$ cat src/rtl/ssp_pkg.sv
package ssp_pkg;

  typedef enum logic [2:0] {
    FMT_I2S = 3'b000,
    FMT_LJ  = 3'b001,
    FMT_RJ  = 3'b010,
    FMT_DSP = 3'b011
  } fmt_e;

  // Meaning of one frame slot: does it carry data, which channel, which bit (0 = MSB)
  typedef struct packed {
    logic       active;
    logic       right;
    logic [7:0] idx;
  } slot_t;

  function automatic fmt_e decode_fmt(input logic [2:0] code);
    case (code)
      3'b001:  return FMT_LJ;
      3'b010:  return FMT_RJ;
      3'b011:  return FMT_DSP;
      default: return FMT_I2S;
    endcase
  endfunction

  function automatic logic [7:0] word_bits(input logic [1:0] code, input int max_w);
    case (code)
      2'b01:   return 8'(max_w - 4);
      2'b10:   return 8'(max_w - 8);
      default: return 8'(max_w);
    endcase
  endfunction

  // Position in frame -> channel / bit number, per framing convention
  function automatic slot_t map_slot(input fmt_e fmt, input logic [7:0] w_bits,
                                     input logic [15:0] pos_in, input int slot_bits);
    slot_t s;
    int    p;
    int    w;
    int    off;
    int    first;
    s     = '0;
    p     = int'(pos_in);
    w     = int'(w_bits);
    off   = 0;
    first = 1;
    if (fmt == FMT_DSP) begin
      if (p >= 1 && p <= 2 * w) begin
        s.active = 1'b1;
        s.right  = (p > w);
        s.idx    = 8'((p > w) ? (p - 1 - w) : (p - 1));
      end
    end else begin
      s.right = (p >= slot_bits);
      off     = s.right ? (p - slot_bits) : p;
      case (fmt)
        FMT_LJ:  first = 0;
        FMT_RJ:  first = slot_bits - w;
        default: first = 1;
      endcase
      if (off >= first && off < first + w) begin
        s.active = 1'b1;
        s.idx    = 8'(off - first);
      end
    end
    return s;
  endfunction

  // Mask that keeps the top w_bits of a max_w word
  function automatic logic [31:0] keep_mask(input logic [7:0] w_bits, input int max_w);
    logic [31:0] ones;
    ones = (max_w >= 32) ? 32'hFFFF_FFFF : ((32'd1 << max_w) - 32'd1);
    return ones & ~(ones >> w_bits);
  endfunction

endpackage

$ cat src/rtl/ssp_frame_trk.sv
module ssp_frame_trk #(
  parameter int SLOT_BITS = 32,
  parameter int POS_W     = 6
) (
  input  logic             bclk,
  input  logic             rst_n,
  input  logic             lrclk,
  input  logic             dsp_mode,
  output logic [POS_W-1:0] pos_q,
  output logic [POS_W-1:0] pos_d,
  output logic             edge_now,
  output logic             locked
);
  localparam int FRAME = 2 * SLOT_BITS;

  logic lr_q;
  logic primed;

  always_comb begin
    edge_now = primed && (dsp_mode ? (lrclk && !lr_q) : (lrclk != lr_q));
    if (edge_now)
      pos_d = (dsp_mode || !lrclk) ? '0 : POS_W'(SLOT_BITS);
    else if (pos_q == POS_W'(FRAME - 1))
      pos_d = '0;
    else
      pos_d = pos_q + 1'b1;
  end

  always_ff @(posedge bclk or negedge rst_n) begin
    if (!rst_n) begin
      lr_q   <= 1'b0;
      primed <= 1'b0;
      locked <= 1'b0;
      pos_q  <= '0;
    end else begin
      lr_q   <= lrclk;
      primed <= 1'b1;
      pos_q  <= pos_d;
      if (edge_now) locked <= 1'b1;
    end
  end
endmodule

$ cat src/rtl/ssp_tx.sv
module ssp_tx
  import ssp_pkg::*;
#(
  parameter int MAX_W     = 24,
  parameter int SLOT_BITS = 32,
  parameter int POS_W     = 6
) (
  input  logic             bclk,
  input  logic             rst_n,
  input  fmt_e             fmt,
  input  logic [7:0]       w_bits,
  input  logic [POS_W-1:0] pos_q,
  input  logic             locked,
  input  logic [MAX_W-1:0] tx_left,
  input  logic [MAX_W-1:0] tx_right,
  output logic             load_evt,
  output logic             sdata_out
);
  localparam int FRAME = 2 * SLOT_BITS;
  localparam int IDX_W = $clog2(MAX_W);

  logic [MAX_W-1:0] hold_l;
  logic [MAX_W-1:0] hold_r;
  logic [POS_W-1:0] nxt_pos;
  slot_t            sl;
  logic [IDX_W-1:0] bpos;
  logic [MAX_W-1:0] word;
  logic             bit_d;

  // Capture on the edge that moves the frame into its last slot
  assign load_evt = locked && (pos_q == POS_W'(FRAME - 2));

  always_ff @(posedge bclk or negedge rst_n) begin
    if (!rst_n) begin
      hold_l <= '0;
      hold_r <= '0;
    end else if (load_evt) begin
      hold_l <= tx_left;
      hold_r <= tx_right;
    end
  end

  // Predict the slot the next rising edge will see
  always_comb begin
    nxt_pos = (pos_q == POS_W'(FRAME - 1)) ? '0 : pos_q + 1'b1;
    sl      = map_slot(fmt, w_bits, 16'(nxt_pos), SLOT_BITS);
    bpos    = IDX_W'(MAX_W - 1 - int'(sl.idx));
    word    = sl.right ? hold_r : hold_l;
    bit_d   = locked && sl.active && word[bpos];
  end

  always_ff @(negedge bclk or negedge rst_n) begin
    if (!rst_n) sdata_out <= 1'b0;
    else        sdata_out <= bit_d;
  end
endmodule

$ cat src/rtl/ssp_rx.sv
module ssp_rx
  import ssp_pkg::*;
#(
  parameter int MAX_W     = 24,
  parameter int SLOT_BITS = 32,
  parameter int POS_W     = 6
) (
  input  logic             bclk,
  input  logic             rst_n,
  input  fmt_e             fmt,
  input  logic [7:0]       w_bits,
  input  logic [POS_W-1:0] slot_pos,
  input  logic             slot_ok,
  input  logic             sdata_in,
  output logic             last_evt,
  output logic [MAX_W-1:0] rx_left,
  output logic [MAX_W-1:0] rx_right,
  output logic             rx_valid
);
  localparam int IDX_W = $clog2(MAX_W);

  logic [MAX_W-1:0] acc_l;
  logic [MAX_W-1:0] acc_r;
  logic [MAX_W-1:0] base;
  logic [MAX_W-1:0] merged;
  logic [MAX_W-1:0] keep;
  slot_t            sl;
  logic [IDX_W-1:0] bpos;
  logic             take;

  always_comb begin
    sl       = map_slot(fmt, w_bits, 16'(slot_pos), SLOT_BITS);
    take     = slot_ok && sl.active;
    bpos     = IDX_W'(MAX_W - 1 - int'(sl.idx));
    base     = (sl.idx == 8'd0) ? '0 : (sl.right ? acc_r : acc_l);
    merged   = base;
    merged[bpos] = sdata_in;
    last_evt = take && sl.right && (int'(sl.idx) == int'(w_bits) - 1);
    keep     = MAX_W'(keep_mask(w_bits, MAX_W));
  end

  always_ff @(posedge bclk or negedge rst_n) begin
    if (!rst_n) begin
      acc_l    <= '0;
      acc_r    <= '0;
      rx_left  <= '0;
      rx_right <= '0;
      rx_valid <= 1'b0;
    end else begin
      if (take) begin
        if (sl.right) acc_r <= merged;
        else          acc_l <= merged;
      end
      rx_valid <= last_evt;
      if (last_evt) begin
        rx_left  <= acc_l & keep;
        rx_right <= merged & keep;
      end
    end
  end
endmodule

$ cat src/rtl/ssp_port.sv
module ssp_port
  import ssp_pkg::*;
#(
  parameter int SLOT_BITS = 32,
  parameter int MAX_W     = 24
) (
  input  logic             bclk,
  input  logic             rst_n,
  input  logic             lrclk,
  input  logic [2:0]       fmt_sel,
  input  logic [1:0]       width_sel,
  input  logic [MAX_W-1:0] tx_left,
  input  logic [MAX_W-1:0] tx_right,
  output logic             sdata_out,
  input  logic             sdata_in,
  output logic [MAX_W-1:0] rx_left,
  output logic [MAX_W-1:0] rx_right,
  output logic             rx_valid
);
  localparam int POS_W = $clog2(2 * SLOT_BITS);

  fmt_e             fmt;
  logic [7:0]       w_bits;
  logic [POS_W-1:0] pos_q;
  logic [POS_W-1:0] pos_d;
  logic             edge_now;
  logic             locked;
  logic             slot_ok;
  logic             load_evt;
  logic             rx_last;

  assign fmt     = decode_fmt(fmt_sel);
  assign w_bits  = word_bits(width_sel, MAX_W);
  assign slot_ok = locked || edge_now;

  ssp_frame_trk #(.SLOT_BITS(SLOT_BITS), .POS_W(POS_W)) trk_i (
    .bclk(bclk), .rst_n(rst_n), .lrclk(lrclk), .dsp_mode(fmt == FMT_DSP),
    .pos_q(pos_q), .pos_d(pos_d), .edge_now(edge_now), .locked(locked)
  );

  ssp_tx #(.MAX_W(MAX_W), .SLOT_BITS(SLOT_BITS), .POS_W(POS_W)) tx_i (
    .bclk(bclk), .rst_n(rst_n), .fmt(fmt), .w_bits(w_bits), .pos_q(pos_q),
    .locked(locked), .tx_left(tx_left), .tx_right(tx_right),
    .load_evt(load_evt), .sdata_out(sdata_out)
  );

  ssp_rx #(.MAX_W(MAX_W), .SLOT_BITS(SLOT_BITS), .POS_W(POS_W)) rx_i (
    .bclk(bclk), .rst_n(rst_n), .fmt(fmt), .w_bits(w_bits), .slot_pos(pos_d),
    .slot_ok(slot_ok), .sdata_in(sdata_in), .last_evt(rx_last),
    .rx_left(rx_left), .rx_right(rx_right), .rx_valid(rx_valid)
  );
endmodule

$ cat config.mk
export PLATFORM = sky130hd
export DESIGN_NAME = ssp_port
export DESIGN_NICKNAME = d
export VERILOG_FILES = /design/src/rtl/ssp_pkg.sv /design/src/rtl/ssp_frame_trk.sv /design/src/rtl/ssp_tx.sv /design/src/rtl/ssp_rx.sv /design/src/rtl/ssp_port.sv
export SDC_FILE = /design/constraint.sdc
export NUM_CORES = 1
export LEC_CHECK = 0
export BUFFER_PORTS_ARGS = -buffer_cell sky130_fd_sc_hd__buf_2
export CORE_UTILIZATION = 63
export CTS_CLUSTER_DIAMETER = 80
export CTS_CLUSTER_SIZE = 12
export DETAILED_ROUTE_END_ITERATION = 10
export PLACE_DENSITY = 0.86
export SLEW_MARGIN = 20
export SYNTH_ARGS = -nofsm -noshare
export SYNTH_HDL_FRONTEND = slang
export SYNTH_SLANG_ARGS = --single-unit
$ cat constraint.sdc
create_clock -name bclk -period 11.65 [get_ports bclk]
set_clock_uncertainty 0.15 [all_clocks]
set_input_delay 2.9125 -clock bclk [delete_from_list [all_inputs] [get_ports bclk]]
set_output_delay 2.9125 -clock bclk [all_outputs]
set_load 0.02 [all_outputs]
==> key figures, run 1 <==
Run status
  • Status: finished, final reports clean

Layout
  • Area delta synth->final: 19.2%
  • ANT cells: 0
  • Post-layout nets: 1080
  • Commonest non-fill, non-tap cell in the layout: dfrtp_1
  • Share of post-route cells with drive strength above 1: 0.307
  • Commonest non-fill, non-tap cells in the layout: dfrtp_1 (154), buf_2 (105), mux2_2 (71), nor2_1 (65), a21oi_1 (62)

Critical path
  • CP Launch Type: input port
  • Setup CP Type: in2reg
  • Worst EP arrival: 5910 ps
  • Worst Path Required: 6040 ps
  • Crit Path Max Fanout: 5
  • Crit end category: flop

Logic synthesis
  • Distinct cell type count after synthesis: 85
  • Syn Inst Count: 853
  • Mean area per synthesized cell: 10.3 µm²
  • Ys async rst share: 1.00
  • Cell Area, Synth: 0.00877 mm²
  • Yosys warning count: 0
  • Seq/Total Area, Yosys: 0.442
  • #FFs+latches synth: 155
  • Synth Flop Type: dfrtp_1
  • Syn Nets: 949
  • Number of flops mapped to enable cells by yosys: 0

Clock tree
  • CTS tree: done
  • Reg clk slew, reported paths: 60 ps
  • Clock Sinks: 155
  • Clk Latency, worst-skew pair: 440 ps
  • Htree depth: 4
  • CTS Buf Count: 17
  • Clock buffer depth: 2
  • CTS root buf: clkbuf_16

Placement
  • RD Place Congestion: 0.905
  • Worst slack, placed: -335 ps
  • Dpl hpwl: 15100 µm
  • Port Buffers: 106

Drt
  • Post-Route WL: 22200 µm
  • Starting DRT DRC Count: 722
  • Vias: 7273
  • Final ANT Viol Nets: 0
  • Vias/cell: 6.20
  • DR WL/cell: 18.9 µm
  • Drt first pass iters: 5
  • DR DRC count: 0

Power and ir drop
  • Comb pwr share: 0.536
  • Net Sw Frac: 0.440
  • Cell-internal power: 1650 µW
  • Switch Pwr: 1300 µW
  • Power density cells: 282 mW/mm²
  • Total power: 2950 µW
  • Maximum vdd drop: 172 µV
  • Clock network power share: 0.193
  • Seq pwr share: 0.271
  • P_leak: 0.00511 µW

STA
  • Pins Over Slew Limit: 0
  • Worst slew pin tran: 900 ps
  • Max_slew headroom: 0.400
  • Worst hold slack: 327 ps
  • Worst setup margin: 129 ps
  • RSZ-0062 raised after global routing: no
  • Hold Fails Final Rpt: 0
  • Setup-failing EPs final: 0

Flow run
  • Max-cap violations: 0

Die
  • I/O Pins: 107
  • Die X: 120 µm
  • Starting Density: 0.655
  • Row count: 42
  • Area of the core: 0.0134 mm²
  • Die height: 120 µm
  • Die area: 0.0144 mm²

Global route
  • Antenna violations before repair: 0
  • Met1 usage: 0.433
  • First-pass GRT wire length: 36100 µm
  • GRT busiest layer: met2
  • Met2 usage in global routing: 0.516
  • Largest net degree at the start of global routing: 59
  • Tot GR Track Use: 0.323
  • Met3 usage: 0.0661
  • Global route total overflow: 0
  • Vias in the first global route: 7227

Min path
  • Worst min path class: reg2reg
-- kinds of logic after synthesis --
kind of cell             after synthesis  share of synthesized area
AO/OA/AOI/OAI                        199                      0.156
multiplexers                         123                      0.154
adder cells (fa/ha/maj)               40                     0.0585
flip-flops                           155                      0.442
other                                  1                   0.000427
buffers and inverters                 78                     0.0369
AND/OR/NAND/NOR                      238                      0.131
XOR/XNOR                              19                     0.0214
-- synth_stat cells, drive strengths merged (3+ instances only) --
master | instances | area share
nand2 | 61 | 0.026
or2 | 6 | 0.0046
dfrtp | 154 | 0.44
o31a | 22 | 0.022
nand2b | 10 | 0.0071
inv | 34 | 0.015
nor3 | 7 | 0.0040
ha | 37 | 0.053
a21oi | 62 | 0.035
o21a | 4 | 0.0034
o211ai | 8 | 0.0068
xnor2 | 12 | 0.013
nor4 | 3 | 0.0021
clkbuf | 20 | 0.0086
o22ai | 4 | 0.0029
a21o | 3 | 0.0026
o31ai | 3 | 0.0026
and2 | 20 | 0.014
nor2b | 8 | 0.0057
a31oi | 8 | 0.0057
or4 | 3 | 0.0030
nor2 | 71 | 0.031
a22o | 3 | 0.0031
mux2 | 72 | 0.093
o21ai | 40 | 0.025
a22oi | 7 | 0.0066
a211o | 3 | 0.0030
mux2i | 49 | 0.056
nand3 | 34 | 0.020
buf | 24 | 0.014
nand3b | 3 | 0.0026
a211oi | 8 | 0.0074
xor2 | 6 | 0.0060
a311oi | 3 | 0.0050
-- repair_timing --
item / in CTS / in global routing
hold endpoints to repair: 0 / 0
resized for setup: 0 / 3
hold buffers: 0 / 0
setup endpoints to repair: 0 / 1
setup buffers: 0 / 0
-- path summary, 6_finish.rpt --
path	slack (ps)	cells after the start	start	to
max	130	15	fmt_sel[2]	tx_i.sdata_out
min	330	2	rx_i.rx_right[1]	rx_i.rx_right[1]
max reg2reg	1430	15	trk_i.pos_q[0]	tx_i.sdata_out
min reg2reg	330	2	rx_i.rx_right[1]	rx_i.rx_right[1]
max in group asynchronous	2980	1	rst_n	tx_i.sdata_out
min in group asynchronous	2270	1	rst_n	tx_i.hold_r[13]
-- layout make-up --
class,instances,area [µm²]
Clock buffer,19,453
Inverter,34,128
Timing Repair Buffer,156,912
Sequential cell,155,3880
Fill cell,883,2950
Clock inverter,13,156
Multi-Input combinational cell,620,4710
Tap cell,176,220
-- per-layer routing --
| layer | share of wire | wire, µm | vias to the layer above |
|---|---|---|---|
| met2 | 0.48 | 10600 | 309 |
| met1 | 0.43 | 9550 | 3581 |
| li1 | - | - | 3316 |
| met3 | 0.057 | 1270 | 67 |
| met5 | 0 | 0 | - |
| met4 | 0.032 | 716 | 0 |
-- through the flow --
| step | area [µm²] | utilization | TNS [ps] | std cells |
|---|---|---|---|---|
| after floorplan | 8860 | - | 0 | 853 |
| after global placement | 9830 | 0.734 | -158 | 1141 |
| after detailed placement | 9830 | 0.734 | -335 | 1141 |
| after CTS | 10400 | 0.779 | 0 | 1173 |
| after global routing | 10500 | 0.780 | 0 | 1173 |
| final | 10500 | 0.780 | 0 | 1173 |
-- registers in the layout (all words and copies together) (netlist names) --
register        flops
trk_i.pos_q         6
trk_i.lr_q          1
trk_i.primed        1
rx_i.acc_l         24
rx_i.rx_left       24
tx_i.hold_l        24
rx_i.rx_right      24
tx_i.sdata_out      1
tx_i.hold_r        24
trk_i.locked        1
rx_i.rx_valid       1
rx_i.acc_r         24
-- power by group through the flow --
stage,clock (µW),combinational (µW),sequential [µW]
2_1_floorplan,0,1040,834
3_3_place_gp,0,1460,790
3_5_place_dp,0,1520,800
4_1_cts,572,1550,795
5_1_grt,595,1710,814
6_report,569,1580,798
-- critical path, stage by stage --
cell       delay (ps)
buf_2             120
nand2b_4          160
ha_4              300
ha_1              170
ha_1              200
nor2b_1            60
o21a_1            160
o21a_1            160
o21bai_1          280
a21boi_4          150
nor2_4            160
mux2_2            360
o211a_1           210
o21a_1            190
a2111oi_1         320
(Power assumes the default switching activity.)
==> run 2: changes to the inputs <==
Settings changed: BUFFER_PORTS_ARGS -buffer_cell sky130_fd_sc_hd__buf_2 to -buffer_cell sky130_fd_sc_hd__buf_4.
==> run 2 against run 1 <==
Effect of this change:
- die area unchanged
- critical path type unchanged
- combinational power about the same
- sequential share of layout area decreased by 0.87 points
- routed wire length decreased by 1.2%
- highest routed layer unchanged
- sequential power increased by 0.5%
- first-iteration DRC count decreased by 6.8%
- non-clock buffer count increased by 2
==> key figures, run 2 (synthesis results as in run 1) <==
Critical path
  • Buf+Inv Stages, Crit Path: 2
  • Worst EP arrival: 5720 ps
  • Setup CP Type: in2reg
  • CP top delay family: compound AO/OA/AOI/OAI gates
  • Worst Path Required: 5900 ps
  • Crit-path cells: buf_4 -> nand2b_4 -> ha_4 -> nor3b_4 -> inv_2 -> ha_4 -> a41oi_1 -> a211oi_2 -> a21boi_4 -> nor2_4 -> mux4_2 -> a211oi_2 -> a211o_1 -> a2111oi_0
  • CP Launch Type: input port
  • Crit Path Max Fanout: 6
  • Slowest Stage Delay on Critical Path: 520 ps
  • Crit end category: flop
  • Critical path's slowest cell: mux4_2

Layout
  • Commonest non-fill, non-tap cells in the layout: buf_4 (157), dfrtp_1 (154), mux2_2 (71), nor2_1 (65), a21oi_1 (62)
  • Post-layout nets: 1082
  • Share of post-route cells with drive strength above 1: 0.309
  • Non-filler cells, final: 1175
  • Commonest non-fill, non-tap cell in the layout: buf_4
  • Footprint of the multi-input gates: 0.00471 mm²
  • ANT cells: 0
  • Design area: 0.0107 mm²
  • Filler Cells Inserted: 874
  • Area delta synth->final: 22.0%
  • Reg area: 0.00388 mm²

Clock tree
  • CTS root buf: clkbuf_16
  • CTS tree: done
  • Reg clk slew, reported paths: 60 ps
  • CTS Buf Count: 17
  • Htree depth: 4
  • Clk Latency, worst-skew pair: 430 ps
  • Clock buffer depth: 2
  • Clock Sinks: 155

Drt
  • Vias: 7162
  • Starting DRT DRC Count: 673
  • Final ANT Viol Nets: 0
  • Vias/cell: 6.10
  • DR WL/cell: 18.6 µm
  • Drt first pass iters: 5
  • Post-Route WL: 21900 µm
  • DR DRC count: 0

Die
  • Row count: 42
  • Die area: 0.0144 mm²
  • Area of the core: 0.0134 mm²
  • Starting Density: 0.655
  • I/O Pins: 107
  • Die X: 120 µm
  • Die height: 120 µm

Placement
  • Placed Cells: 1141
  • Area post-placement: 0.0101 mm²
  • RD Place Congestion: 0.939
  • Dpl hpwl: 15300 µm
  • Port Buffers: 106

Power and ir drop
  • Power density cells: 274 mW/mm²
  • P_leak: 0.00515 µW
  • Total power: 2930 µW
  • Maximum vdd drop: 159 µV

STA
  • Max_slew headroom: 0.370
  • Setup-failing EPs final: 0
  • RSZ-0062 raised after global routing: no
  • Setup TNS: 0 ps
  • Pins Over Slew Limit: 0
  • Hold Fails Final Rpt: 0
  • Worst slew pin tran: 937 ps

Global route
  • Tot GR Track Use: 0.324
  • Largest net degree at the start of global routing: 75
  • Vias in the first global route: 7046
  • Antenna violations before repair: 0
  • First-pass GRT wire length: 35900 µm
  • Global route total overflow: 0

Flow run
  • Max-cap violations: 0

Min path
  • Worst min path class: reg2reg

Run status
  • Status: finished, final reports clean
## run 2: through the flow
step	hold WS, ps	worst slack [ps]	util
after floorplan	321	10.5	-
after global placement	314	-189	0.753
after detailed placement	319	-277	0.753
after CTS	331	142	0.797
after global routing	358	2.14	0.799
final	332	177	0.799
## run 2: path summary, 6_finish.rpt
| path | slack (ps) | endpoint | cells past startpoint | from |
|---|---|---|---|---|
| worst max-delay path | 180 | tx_i.sdata_out | 14 | fmt_sel[2] |
| worst min-delay path | 330 | rx_i.rx_left[0] | 2 | rx_i.rx_left[0] |
| worst max register to register | 1440 | tx_i.sdata_out | 18 | trk_i.pos_q[0] |
| worst min register to register | 330 | rx_i.rx_left[0] | 2 | rx_i.rx_left[0] |
| max in group asynchronous | 3190 | tx_i.sdata_out | 1 | rst_n |
| min in group asynchronous | 2180 | tx_i.hold_r[13] | 1 | rst_n |
## run 2: cell type report
class	instances	area share
multi-input combinational	620	0.440
sequential	155	0.362
timing repair buffer	158	0.111
clock buffer	20	0.0436
tap	176	0.0206
inverter	34	0.0119
clock inverter	12	0.0105
## run 2: power breakdown
| part | internal, µW | switching [µW] |
|---|---|---|
| Sequential | 692 | 110 |
| Combinational | 657 | 935 |
| Clock | 312 | 224 |
## run 2: repair_timing
action | CTS | global route
gates resized for setup | 0 | 3
hold buffers | 0 | 0
setup buffers | 0 | 2
setup endpoints to repair | 0 | 1
## run 2: metal layers
metal | track usage | vias up | routed length (µm)
li1 | - | 3339 | -
met1 | 0.447 | 3532 | 9640
met2 | 0.519 | 268 | 10600
met3 | 0.0594 | 23 | 1330
met4 | 0.104 | 0 | 301
met5 | 0 | - | 0
## run 2: worst reg2reg max path: cells and delay by family, from the launching register on
kind                     cells  cell delay [ps]
buffers and inverters        3              520
adder cells (fa/ha/maj)      2              660
flip-flops                   1              500
AO/OA/AOI/OAI                5              710
multiplexers                 2              620
AND/OR/NAND/NOR              6             1030
